==> src/rtl/dbgf_pkg.sv <==
package dbgf_pkg;
   localparam int unsigned DATA_W = 32;

   typedef enum logic [1:0] {
      SZ_BYTE = 2'd0,
      SZ_HALF = 2'd1,
      SZ_WORD = 2'd2,
      SZ_RSVD = 2'd3
   } size_e;

   typedef enum logic [1:0] {
      IDX_IDENT = 2'd0,
      IDX_CFG   = 2'd1,
      IDX_FZLO  = 2'd2,
      IDX_FZHI  = 2'd3
   } reg_idx_e;

   localparam int unsigned CFG_STOP_BIT = 1;
   localparam int unsigned CFG_STBY_BIT = 2;
   localparam logic [DATA_W-1:0] CFG_MASK =
      (32'd1 << CFG_STOP_BIT) | (32'd1 << CFG_STBY_BIT);
   localparam logic [3:0] IDENT_FIXED = 4'b0110;
endpackage

==> src/rtl/dbgf_regbank.sv <==
module dbgf_regbank
   import dbgf_pkg::*;
#(
   parameter int unsigned ADDR_W  = 4,
   parameter logic [11:0] DEV_ID  = 12'h4A7,
   parameter logic [15:0] REV_ID  = 16'h2001,
   parameter logic [31:0] LO_MASK = 32'h0220_1D33,
   parameter logic [31:0] HI_MASK = 32'h0007_0800
)(
   input  logic              clk,
   input  logic              por_n,
   input  logic              sys_rst_n,
   input  logic              req_valid_i,
   input  logic              req_write_i,
   input  logic [ADDR_W-1:0] req_addr_i,
   input  logic [1:0]        req_size_i,
   input  logic [DATA_W-1:0] req_wdata_i,
   output logic              resp_valid_o,
   output logic              resp_err_o,
   output logic [DATA_W-1:0] resp_rdata_o,
   output logic [DATA_W-1:0] cfg_o,
   output logic [DATA_W-1:0] fzlo_o,
   output logic [DATA_W-1:0] fzhi_o
);
   localparam logic [DATA_W-1:0] IDENT_WORD = {REV_ID, IDENT_FIXED, DEV_ID};
   localparam int unsigned NUM_RW = 3;

   function automatic logic [DATA_W-1:0] wmask(input int unsigned k);
      case (k)
         1:       return CFG_MASK;
         2:       return LO_MASK;
         3:       return HI_MASK;
         default: return '0;
      endcase
   endfunction

   reg_idx_e          idx;
   size_e             size;
   logic              word_ok;
   logic              wr_fire;
   logic [DATA_W-1:0] rd_mux;
   logic [DATA_W-1:0] rw_q [1:NUM_RW];
   logic              unused_addr_bits;
   logic              unused_sysrst;

   assign idx     = reg_idx_e'(req_addr_i[3:2]);
   assign size    = size_e'(req_size_i);
   assign word_ok = (size == SZ_WORD);
   assign wr_fire = req_valid_i && req_write_i && word_ok;

   generate
      if (ADDR_W > 4) begin : g_wide_addr
         assign unused_addr_bits = ^{req_addr_i[ADDR_W-1:4], req_addr_i[1:0]};
      end else begin : g_narrow_addr
         assign unused_addr_bits = ^req_addr_i[1:0];
      end
   endgenerate
   assign unused_sysrst = sys_rst_n;

   // Writable words live in the power-on domain only.
   for (genvar g = 1; g <= NUM_RW; g++) begin : g_rw
      always_ff @(posedge clk or negedge por_n) begin
         if (!por_n)
            rw_q[g] <= '0;
         else if (wr_fire && (int'(idx) == g))
            rw_q[g] <= req_wdata_i & wmask(g);
      end
   end

   always_comb begin
      case (idx)
         IDX_IDENT: rd_mux = IDENT_WORD;
         IDX_CFG:   rd_mux = rw_q[1];
         IDX_FZLO:  rd_mux = rw_q[2];
         default:   rd_mux = rw_q[3];
      endcase
   end

   always_ff @(posedge clk or negedge por_n) begin
      if (!por_n) begin
         resp_valid_o <= 1'b0;
         resp_err_o   <= 1'b0;
         resp_rdata_o <= '0;
      end else begin
         resp_valid_o <= req_valid_i;
         resp_err_o   <= req_valid_i && !word_ok;
         resp_rdata_o <= (req_valid_i && word_ok && !req_write_i) ? rd_mux : '0;
      end
   end

   assign cfg_o  = rw_q[1];
   assign fzlo_o = rw_q[2];
   assign fzhi_o = rw_q[3];

   AST_RESP_FOLLOWS_REQ: assert property (@(posedge clk) disable iff (!por_n)
      req_valid_i |=> resp_valid_o);
   AST_NO_SPURIOUS_RESP: assert property (@(posedge clk) disable iff (!por_n)
      !req_valid_i |=> !resp_valid_o);
   AST_BADSIZE_NO_WRITE: assert property (@(posedge clk) disable iff (!por_n)
      (req_valid_i && req_size_i != 2'd2) |=>
         ($stable(rw_q[1]) && $stable(rw_q[2]) && $stable(rw_q[3])));
   AST_ERR_ZERO_DATA: assert property (@(posedge clk) disable iff (!por_n)
      (resp_valid_o && resp_err_o) |-> (resp_rdata_o == '0));
   AST_IDENT_NIBBLE: assert property (@(posedge clk) disable iff (!por_n)
      (req_valid_i && !req_write_i && req_size_i == 2'd2 && req_addr_i[3:2] == 2'd0)
         |=> (resp_rdata_o[15:12] == 4'b0110));
   AST_SYSRST_KEEPS: assert property (@(posedge clk) disable iff (!por_n)
      (!sys_rst_n && !(req_valid_i && req_write_i)) |=>
         ($stable(rw_q[1]) && $stable(rw_q[2]) && $stable(rw_q[3])));
endmodule

==> src/rtl/dbgf_freeze_gate.sv <==
module dbgf_freeze_gate
   import dbgf_pkg::*;
#(
   parameter logic [31:0] MASK = 32'h0000_0001
)(
   input  logic              clk,
   input  logic              por_n,
   input  logic              halted_i,
   input  logic [DATA_W-1:0] en_i,
   output logic [DATA_W-1:0] frz_o
);
   logic unused_en;
   assign unused_en = ^(en_i & ~MASK);

   for (genvar i = 0; i < DATA_W; i++) begin : g_bit
      if (MASK[i]) begin : g_flop
         always_ff @(posedge clk or negedge por_n) begin
            if (!por_n) frz_o[i] <= 1'b0;
            else        frz_o[i] <= en_i[i] & halted_i;
         end
      end else begin : g_tie
         assign frz_o[i] = 1'b0;
      end
   end

   AST_FRZ_NEEDS_HALT: assert property (@(posedge clk) disable iff (!por_n)
      (|frz_o) |-> $past(halted_i));
   AST_FRZ_DROPS: assert property (@(posedge clk) disable iff (!por_n)
      !halted_i |=> (frz_o == '0));
endmodule

==> src/rtl/dbgf_lp_ctrl.sv <==
module dbgf_lp_ctrl (
   input  logic stop_keep_i,
   input  logic stby_keep_i,
   input  logic stop_mode_i,
   input  logic standby_mode_i,
   output logic keep_clk_o,
   output logic stby_rst_req_o
);
   logic stop_req;
   logic stby_req;

   assign stop_req       = stop_keep_i & stop_mode_i;
   assign stby_req       = stby_keep_i & standby_mode_i;
   assign keep_clk_o     = stop_req | stby_req;
   assign stby_rst_req_o = stby_req;

   always_comb begin
      AST_RSTREQ_KEEPS_CLK: assert (!stby_rst_req_o || keep_clk_o);
      AST_KEEP_NEEDS_MODE: assert (!keep_clk_o || stop_mode_i || standby_mode_i);
   end
endmodule

==> src/rtl/dbg_freeze_ctrl.sv <==
module dbg_freeze_ctrl
   import dbgf_pkg::*;
#(
   parameter int unsigned ADDR_W  = 4,
   parameter logic [11:0] DEV_ID  = 12'h4A7,
   parameter logic [15:0] REV_ID  = 16'h2001,
   parameter logic [31:0] LO_MASK = 32'h0220_1D33,
   parameter logic [31:0] HI_MASK = 32'h0007_0800
)(
   input  logic              clk,
   input  logic              por_n,
   input  logic              sys_rst_n,
   input  logic              req_valid_i,
   input  logic              req_write_i,
   input  logic [ADDR_W-1:0] req_addr_i,
   input  logic [1:0]        req_size_i,
   input  logic [31:0]       req_wdata_i,
   output logic              resp_valid_o,
   output logic              resp_err_o,
   output logic [31:0]       resp_rdata_o,
   input  logic              core_halted_i,
   input  logic              stop_mode_i,
   input  logic              standby_mode_i,
   output logic [31:0]       frz_lo_o,
   output logic [31:0]       frz_hi_o,
   output logic              keep_clk_o,
   output logic              stby_rst_req_o
);
   generate
      if (ADDR_W < 4) begin : g_chk_addr
         $error("ADDR_W must cover four word offsets");
      end
      if (LO_MASK == '0 || HI_MASK == '0) begin : g_chk_mask
         $error("freeze masks must select at least one bit");
      end
   endgenerate

   logic [DATA_W-1:0] cfg_w;
   logic [DATA_W-1:0] fzlo_w;
   logic [DATA_W-1:0] fzhi_w;

   dbgf_regbank #(
      .ADDR_W(ADDR_W), .DEV_ID(DEV_ID), .REV_ID(REV_ID),
      .LO_MASK(LO_MASK), .HI_MASK(HI_MASK)
   ) u_regs (
      .clk(clk), .por_n(por_n), .sys_rst_n(sys_rst_n),
      .req_valid_i(req_valid_i), .req_write_i(req_write_i),
      .req_addr_i(req_addr_i), .req_size_i(req_size_i),
      .req_wdata_i(req_wdata_i),
      .resp_valid_o(resp_valid_o), .resp_err_o(resp_err_o),
      .resp_rdata_o(resp_rdata_o),
      .cfg_o(cfg_w), .fzlo_o(fzlo_w), .fzhi_o(fzhi_w)
   );

   dbgf_freeze_gate #(.MASK(LO_MASK)) u_frz_lo (
      .clk(clk), .por_n(por_n), .halted_i(core_halted_i),
      .en_i(fzlo_w), .frz_o(frz_lo_o)
   );

   dbgf_freeze_gate #(.MASK(HI_MASK)) u_frz_hi (
      .clk(clk), .por_n(por_n), .halted_i(core_halted_i),
      .en_i(fzhi_w), .frz_o(frz_hi_o)
   );

   logic unused_cfg;
   assign unused_cfg = ^(cfg_w & ~CFG_MASK);

   dbgf_lp_ctrl u_lp (
      .stop_keep_i(cfg_w[CFG_STOP_BIT]),
      .stby_keep_i(cfg_w[CFG_STBY_BIT]),
      .stop_mode_i(stop_mode_i),
      .standby_mode_i(standby_mode_i),
      .keep_clk_o(keep_clk_o),
      .stby_rst_req_o(stby_rst_req_o)
   );
endmodule

==> config.mk <==
export PLATFORM = sky130hd
export DESIGN_NAME = dbg_freeze_ctrl
export DESIGN_NICKNAME = d
export VERILOG_FILES = /design/src/rtl/dbgf_pkg.sv /design/src/rtl/dbgf_regbank.sv /design/src/rtl/dbgf_freeze_gate.sv /design/src/rtl/dbgf_lp_ctrl.sv /design/src/rtl/dbg_freeze_ctrl.sv
export SDC_FILE = /design/constraint.sdc
export NUM_CORES = 1
export LEC_CHECK = 0
export BUFFER_PORTS_ARGS = -buffer_cell sky130_fd_sc_hd__buf_2
export CAP_MARGIN = 0
export CORE_AREA = 2 2 79 81
export CTS_BUF_LIST = sky130_fd_sc_hd__clkbuf_2
export DETAILED_ROUTE_END_ITERATION = 7
export DIE_AREA = 0 0 81 83
export HOLD_SLACK_MARGIN = 0.12
export PLACE_DENSITY_LB_ADDON = 0.3
export SLEW_MARGIN = 25
export SYNTH_ARGS = -nofsm -noshare
export SYNTH_HDL_FRONTEND = slang
export SYNTH_SLANG_ARGS = --single-unit
==> constraint.sdc <==
create_clock -name clk -period 0.8 [get_ports clk]
set_input_delay 0 -clock clk [delete_from_list [all_inputs] [get_ports clk]]
set_output_delay 0 -clock clk [all_outputs]
set_load 0.03 [all_outputs]
## After elaboration in Yosys (flattened, before gate mapping)

Index checks and enable logic that the tools add are counted.

- Bits in registers: 64
- Word-level logic and storage cells: 56
- Output and inout bits: 100
- Input bits: 46

- Eq/ne operators: 6
- Mux-type cells: 2
- Reduce and logical (&&, ||, !) cells: 11
- Bitwise gates (word level): 17

Operators with widths:

| cell | number |
|---|---|
| $pmux W30 S3 | 1 |
| $mux W32 | 1 |
| $and A1 B1 Y1 | 16 |
| $eq A2 B2 Y1 const B | 4 |
| $logic_and A1 B1 Y1 | 8 |
| $eq A2 B1 Y1 const B | 2 |
| $logic_not A1 Y1 | 2 |
| $logic_not A2 Y1 | 1 |
| $or A1 B1 Y1 | 1 |

## Logic depth before layout (Yosys ltp)

- Depth in word-level cells: 4
- Gate-level depth with buffers: 4
- Gate-level depth less buffers: 3

## Modules after synthesis

From an unflattened synthesis, not the netlist that was laid out.

- Cells, all modules: 268
- Area total of the unflattened synthesis: 2,825.2 um^2

Modules (own cells, without submodules):

| module | times used | area each (um^2) | sequential area each (um^2) | cells each |
|---|---|---|---|---|
| dbgf_regbank | 1 | 1,988.2 | 825.8 | 186 |
| dbgf_freeze_gate (u_frz_lo) | 1 | 481.7 | 250.2 | 43 |
| dbgf_freeze_gate (u_frz_hi) | 1 | 339.1 | 100.1 | 37 |
| dbgf_lp_ctrl | 1 | 16.3 | 0.0 | 2 |

## Least setup slack after synthesis

Ideal clock, no wire load.

- Path kind: in2reg
- From: input req_size_i[0]
- To: register u_regs.rw_q (netlist bit u_regs.fzlo_o[0])
- Stages on the path: 4
- Setup time: 0.125 ns
- Required time: 0.675 ns
- Data arrival time: 0.894 ns
- Setup slack: -0.219 ns
- Buffers on the path: 1
- Cell sequence: nand4b_1 > nor3b_2 > buf_6 > mux2_2

- Word-level cells in the longest chain between the ends: 3

Ends and longest elaborated chain:

| element | line | RTL |
|---|---|---|
| start: declaration | dbg_freeze_ctrl.sv:16 | `input logic [1:0] req_size_i,` |
| $eq A2 B2 Y1 | dbgf_regbank.sv:48 | `assign word_ok = (size == SZ_WORD);` |
| $logic_and A1 B1 Y1 | dbgf_regbank.sv:49 | `assign wr_fire = req_valid_i && req_write_i && word_ok;` |
| $logic_and A1 B1 Y1 | dbgf_regbank.sv:65 | `else if (wr_fire && (int'(idx) == g))` |
| end signal: indexed assignment | dbgf_regbank.sv:66 | `rw_q[g] <= req_wdata_i & wmask(g);` |
| end: declaration | dbgf_regbank.sv:42 | `logic [DATA_W-1:0] rw_q [1:NUM_RW];` |

No other way between the ends.
A chain may end at the register's enable or synchronous reset.

## Final worst setup path

- From: register u_regs.rw_q (netlist bit u_regs.cfg_o[2])
- To: output keep_clk_o

- Word-level cells in the longest chain between the ends: 2

Ends and longest elaborated chain:

| element | line | RTL |
|---|---|---|
| $and A1 B1 Y1 | dbgf_lp_ctrl.sv:13 | `assign stby_req = stby_keep_i & standby_mode_i;` |
| $or A1 B1 Y1 | dbgf_lp_ctrl.sv:14 | `assign keep_clk_o = stop_req \| stby_req;` |
| end: declaration | dbg_freeze_ctrl.sv:26 | `output logic keep_clk_o,` |

No other way between the ends.

==> summary.txt <==
Status
  – Status: finished, violations left
  – Failing checks: negative setup slack

Pwr
  – Sw Ratio: 0.333
  – Cell Int Power: 3.44 mW
  – Switching pwr: 1.72 mW
  – Power share of the clock group: 0.169
  – Combinational share of power: 0.295
  – Sequential power share: 0.536
  – Pwr dens: 1710 nW/um^2
  – Maximum vdd ir drop: 775 uV
  – Tot Pwr: 5.16 mW
  – Pleak: 1.61 nW

Yosys
  – Simple-gate portion of the synthesized area: 0.108
  – Synth Area in Compound Gates: 0.0215
  – Post-synth ARST share: 1.00
  – Syn. warnings: 0
  – Sequential fraction of the synthesis area: 0.533
  – Post-synth cell types: 26
  – Post-Synth XOR/XNOR Area: 0
  – Top cells by instance count after synthesis: buf_4 (67), dfrtp_1 (47), and2_1 (17)
  – Post-Syn Instances: 188
  – Ranking of synthesized cells by area: dfrtp_1 (53%), buf_4 (23%), mux2_2 (8.2%)
  – Top-area cell type share of the netlist area: 0.533
  – Top_reg_cell synth: dfrtp_1
  – Proportion of synthesized area in mux cells: 0.0862
  – Post-Synth Adder-Cell Area: 0
  – Yosys reg bits: 47
  – Largest area contributor in the netlist: dfrtp_1
  – Most common cell in the synthesized netlist: buf_4
  – Largest family of logic cells by synthesized area: buffers and inverters
  – Number of synthesized flops with an enable pin: 0
  – Syn Std Cell Area: 2210 um^2
  – Syn_area_per_cell: 11.7 um^2

STA
  – Setup ws final: -499 ps
  – Worst Clk Skew: 17.6 ps
  – Post-route setup TNS: -10470 ps
  – RSZ-0062 raised after global routing: yes
  – Final hold vios: 0
  – Fin crit share: 1.62
  – Shortest period the worst path allows: 1300 ps
  – Max-slew violations: 0
  – Highest Clock Rate: 770 MHz
  – Final setup fails: 53

Layout
  – Area delta synth->final: 36.4%
  – Diode count: 0
  – Share of layout cells above drive strength 1: 0.395
  – Cell area after layout: 3010 um^2
  – Final Util: 0.518
  – Layout Nets: 333

Placed design
  – Setup WS pre-CTS: -437 ps
  – DPL Wire Length: 2.73 mm
  – Placed Area: 2460 um^2
  – IO Port Bufs: 60
  – RD Place Congestion: 0.747

Floorplan
  – Io pins: 146
  – CORE AREA: 5820 um^2
  – Die Height: 83 um
  – Full die area: 6720 um^2
  – Initial Util: 0.380
  – Rows: 28
  – Die Wd: 81 um

CTS
  – Clock Sinks: 47
  – CTS root buf: clkbuf_2
  – Worst-Skew Late Latency: 410 ps
  – Cts bufs inserted: 5
  – Clock Tree Buf Depth: 2
  – H-tree depth: 2
  – CTS tree: yes
  – Clock-pin slew on the worst setup and hold paths: 210 ps

Detailed routing
  – Vias per cell: 3.92
  – # DRC: 0
  – DRT Pass-1 Iters: 4
  – WL per Instance: 11.1 um
  – Routed Antenna Nets: 0
  – Routed via count: 1416
  – Final wirelength: 4.00 mm
  – 1st-iter DRT viols: 66

Job
  – Max Cap Violations: 0

Global route
  – Largest net degree at the start of global routing: 48
  – GRT Resource Usage Total: 0.119
  – Vias in the first global route: 1291
  – Total grt overflow: 0
  – First-pass GRT wire length: 6.15 mm
  – Initial antenna violation count: 0

Setup path
  – Reg2reg start: u_regs.cfg_o[2]
  – CP required: 800 ps
  – Crit Path Max Fanout: 2
  – Setup crit start kind: flip-flop
  – Crit end category: primary output
  – Crit path DAT: 1300 ps
  – Worst R2R End: u_regs.cfg_o[2]
  – R2r worst-path depth: 3
  – Critical path type: reg -> out
  – Reg2reg setup slack: -210 ps

Worst hold path
  – Worst hold path class: in -> async
==> per-stage QoR <==
step	hold WS [ps]	cells
final	67.4	361
after global routing	72.6	361
after CTS	48.5	360
after detailed placement	0.668	330
after global placement	0.239	330
after floorplan	-296	251
==> how the worst max path moves through the flow <==
stage / from / end
detailed placement: req_size_i[0] / u_regs.cfg_o[1]
floorplan: req_size_i[0] / u_regs.fzlo_o[0]
global route: u_regs.cfg_o[2] / keep_clk_o
finish: u_regs.cfg_o[2] / keep_clk_o
CTS: u_regs.cfg_o[2] / keep_clk_o
global placement: req_size_i[0] / u_regs.fzlo_o[21]
==> what timing repair did <==
item	4_1_cts	5_1_grt
hold endpoints to repair	94	62
endpoints found under the setup margin	39	67
pin swaps	0	3
hold buffers	22	4
gates resized for setup	73	13
buffers inserted	2	1
==> power by group through the flow <==
stage	Combinational (mW)	Clock, mW	Sequential, mW
finish	1.52	0.871	2.77
global route	1.63	1.03	2.81
CTS	1.47	0.911	2.77
detailed placement	1.22	0	2.80
global placement	1.21	0	2.79
floorplan	0.969	0	2.95
==> final cells by class <==
| type | instances | area (um^2) |
|---|---|---|
| Tap cell | 75 | 93.8 |
| Fill cell | 506 | 2810 |
| Multi-Input combinational cell | 127 | 779 |
| Sequential cell | 47 | 1180 |
| Timing Repair Buffer | 101 | 911 |
| Inverter | 5 | 18.8 |
| Clock buffer | 6 | 30.0 |
==> state kept, by name, indices dropped and copies added (netlist names) <==
name	count
u_regs.resp_rdata_o	15
u_frz_lo.frz_o	10
u_regs.fzlo_o	10
u_frz_hi.frz_o	4
u_regs.fzhi_o	4
u_regs.cfg_o	2
u_regs.resp_err_o	1
u_regs.resp_valid_o	1
==> kinds of logic after synthesis <==
| family | Yosys count |
|---|---|
| other cells | 1 |
| mux | 17 |
| buf+inv | 77 |
| flops | 47 |
| compound gates | 8 |
| simple gates | 38 |
==> worst max-delay path: stages, from the launching register on <==
cell and delay, ps:
dfrtp_1 440, and2_4 150, a21o_4 170, buf_6 130
==> metal layers <==
metal | track usage | part of all wire
met1 | 0.128 | 0.37
met2 | 0.216 | 0.53
met3 | 0.0348 | 0.092
met4 | 0.0416 | 0.0098
met5 | 0 | 0
==> cell usage in the layout (no fill, tap or decap), types with 2 or more instances in the layout <==
cell and count:
buf_4 16, and3_1 5, mux2_4 2, a21oi_2 3
dlygate4sd3_1 21, buf_2 24, mux2_2 14, nor3b_1 2
conb_1 64, and2_1 16, a21oi_1 2, nor2_1 4
buf_6 38, clkbuf_2 6, dfrtp_1 46, or2_4 2
inv_1 5
Power figures use the tool's default switching activity.
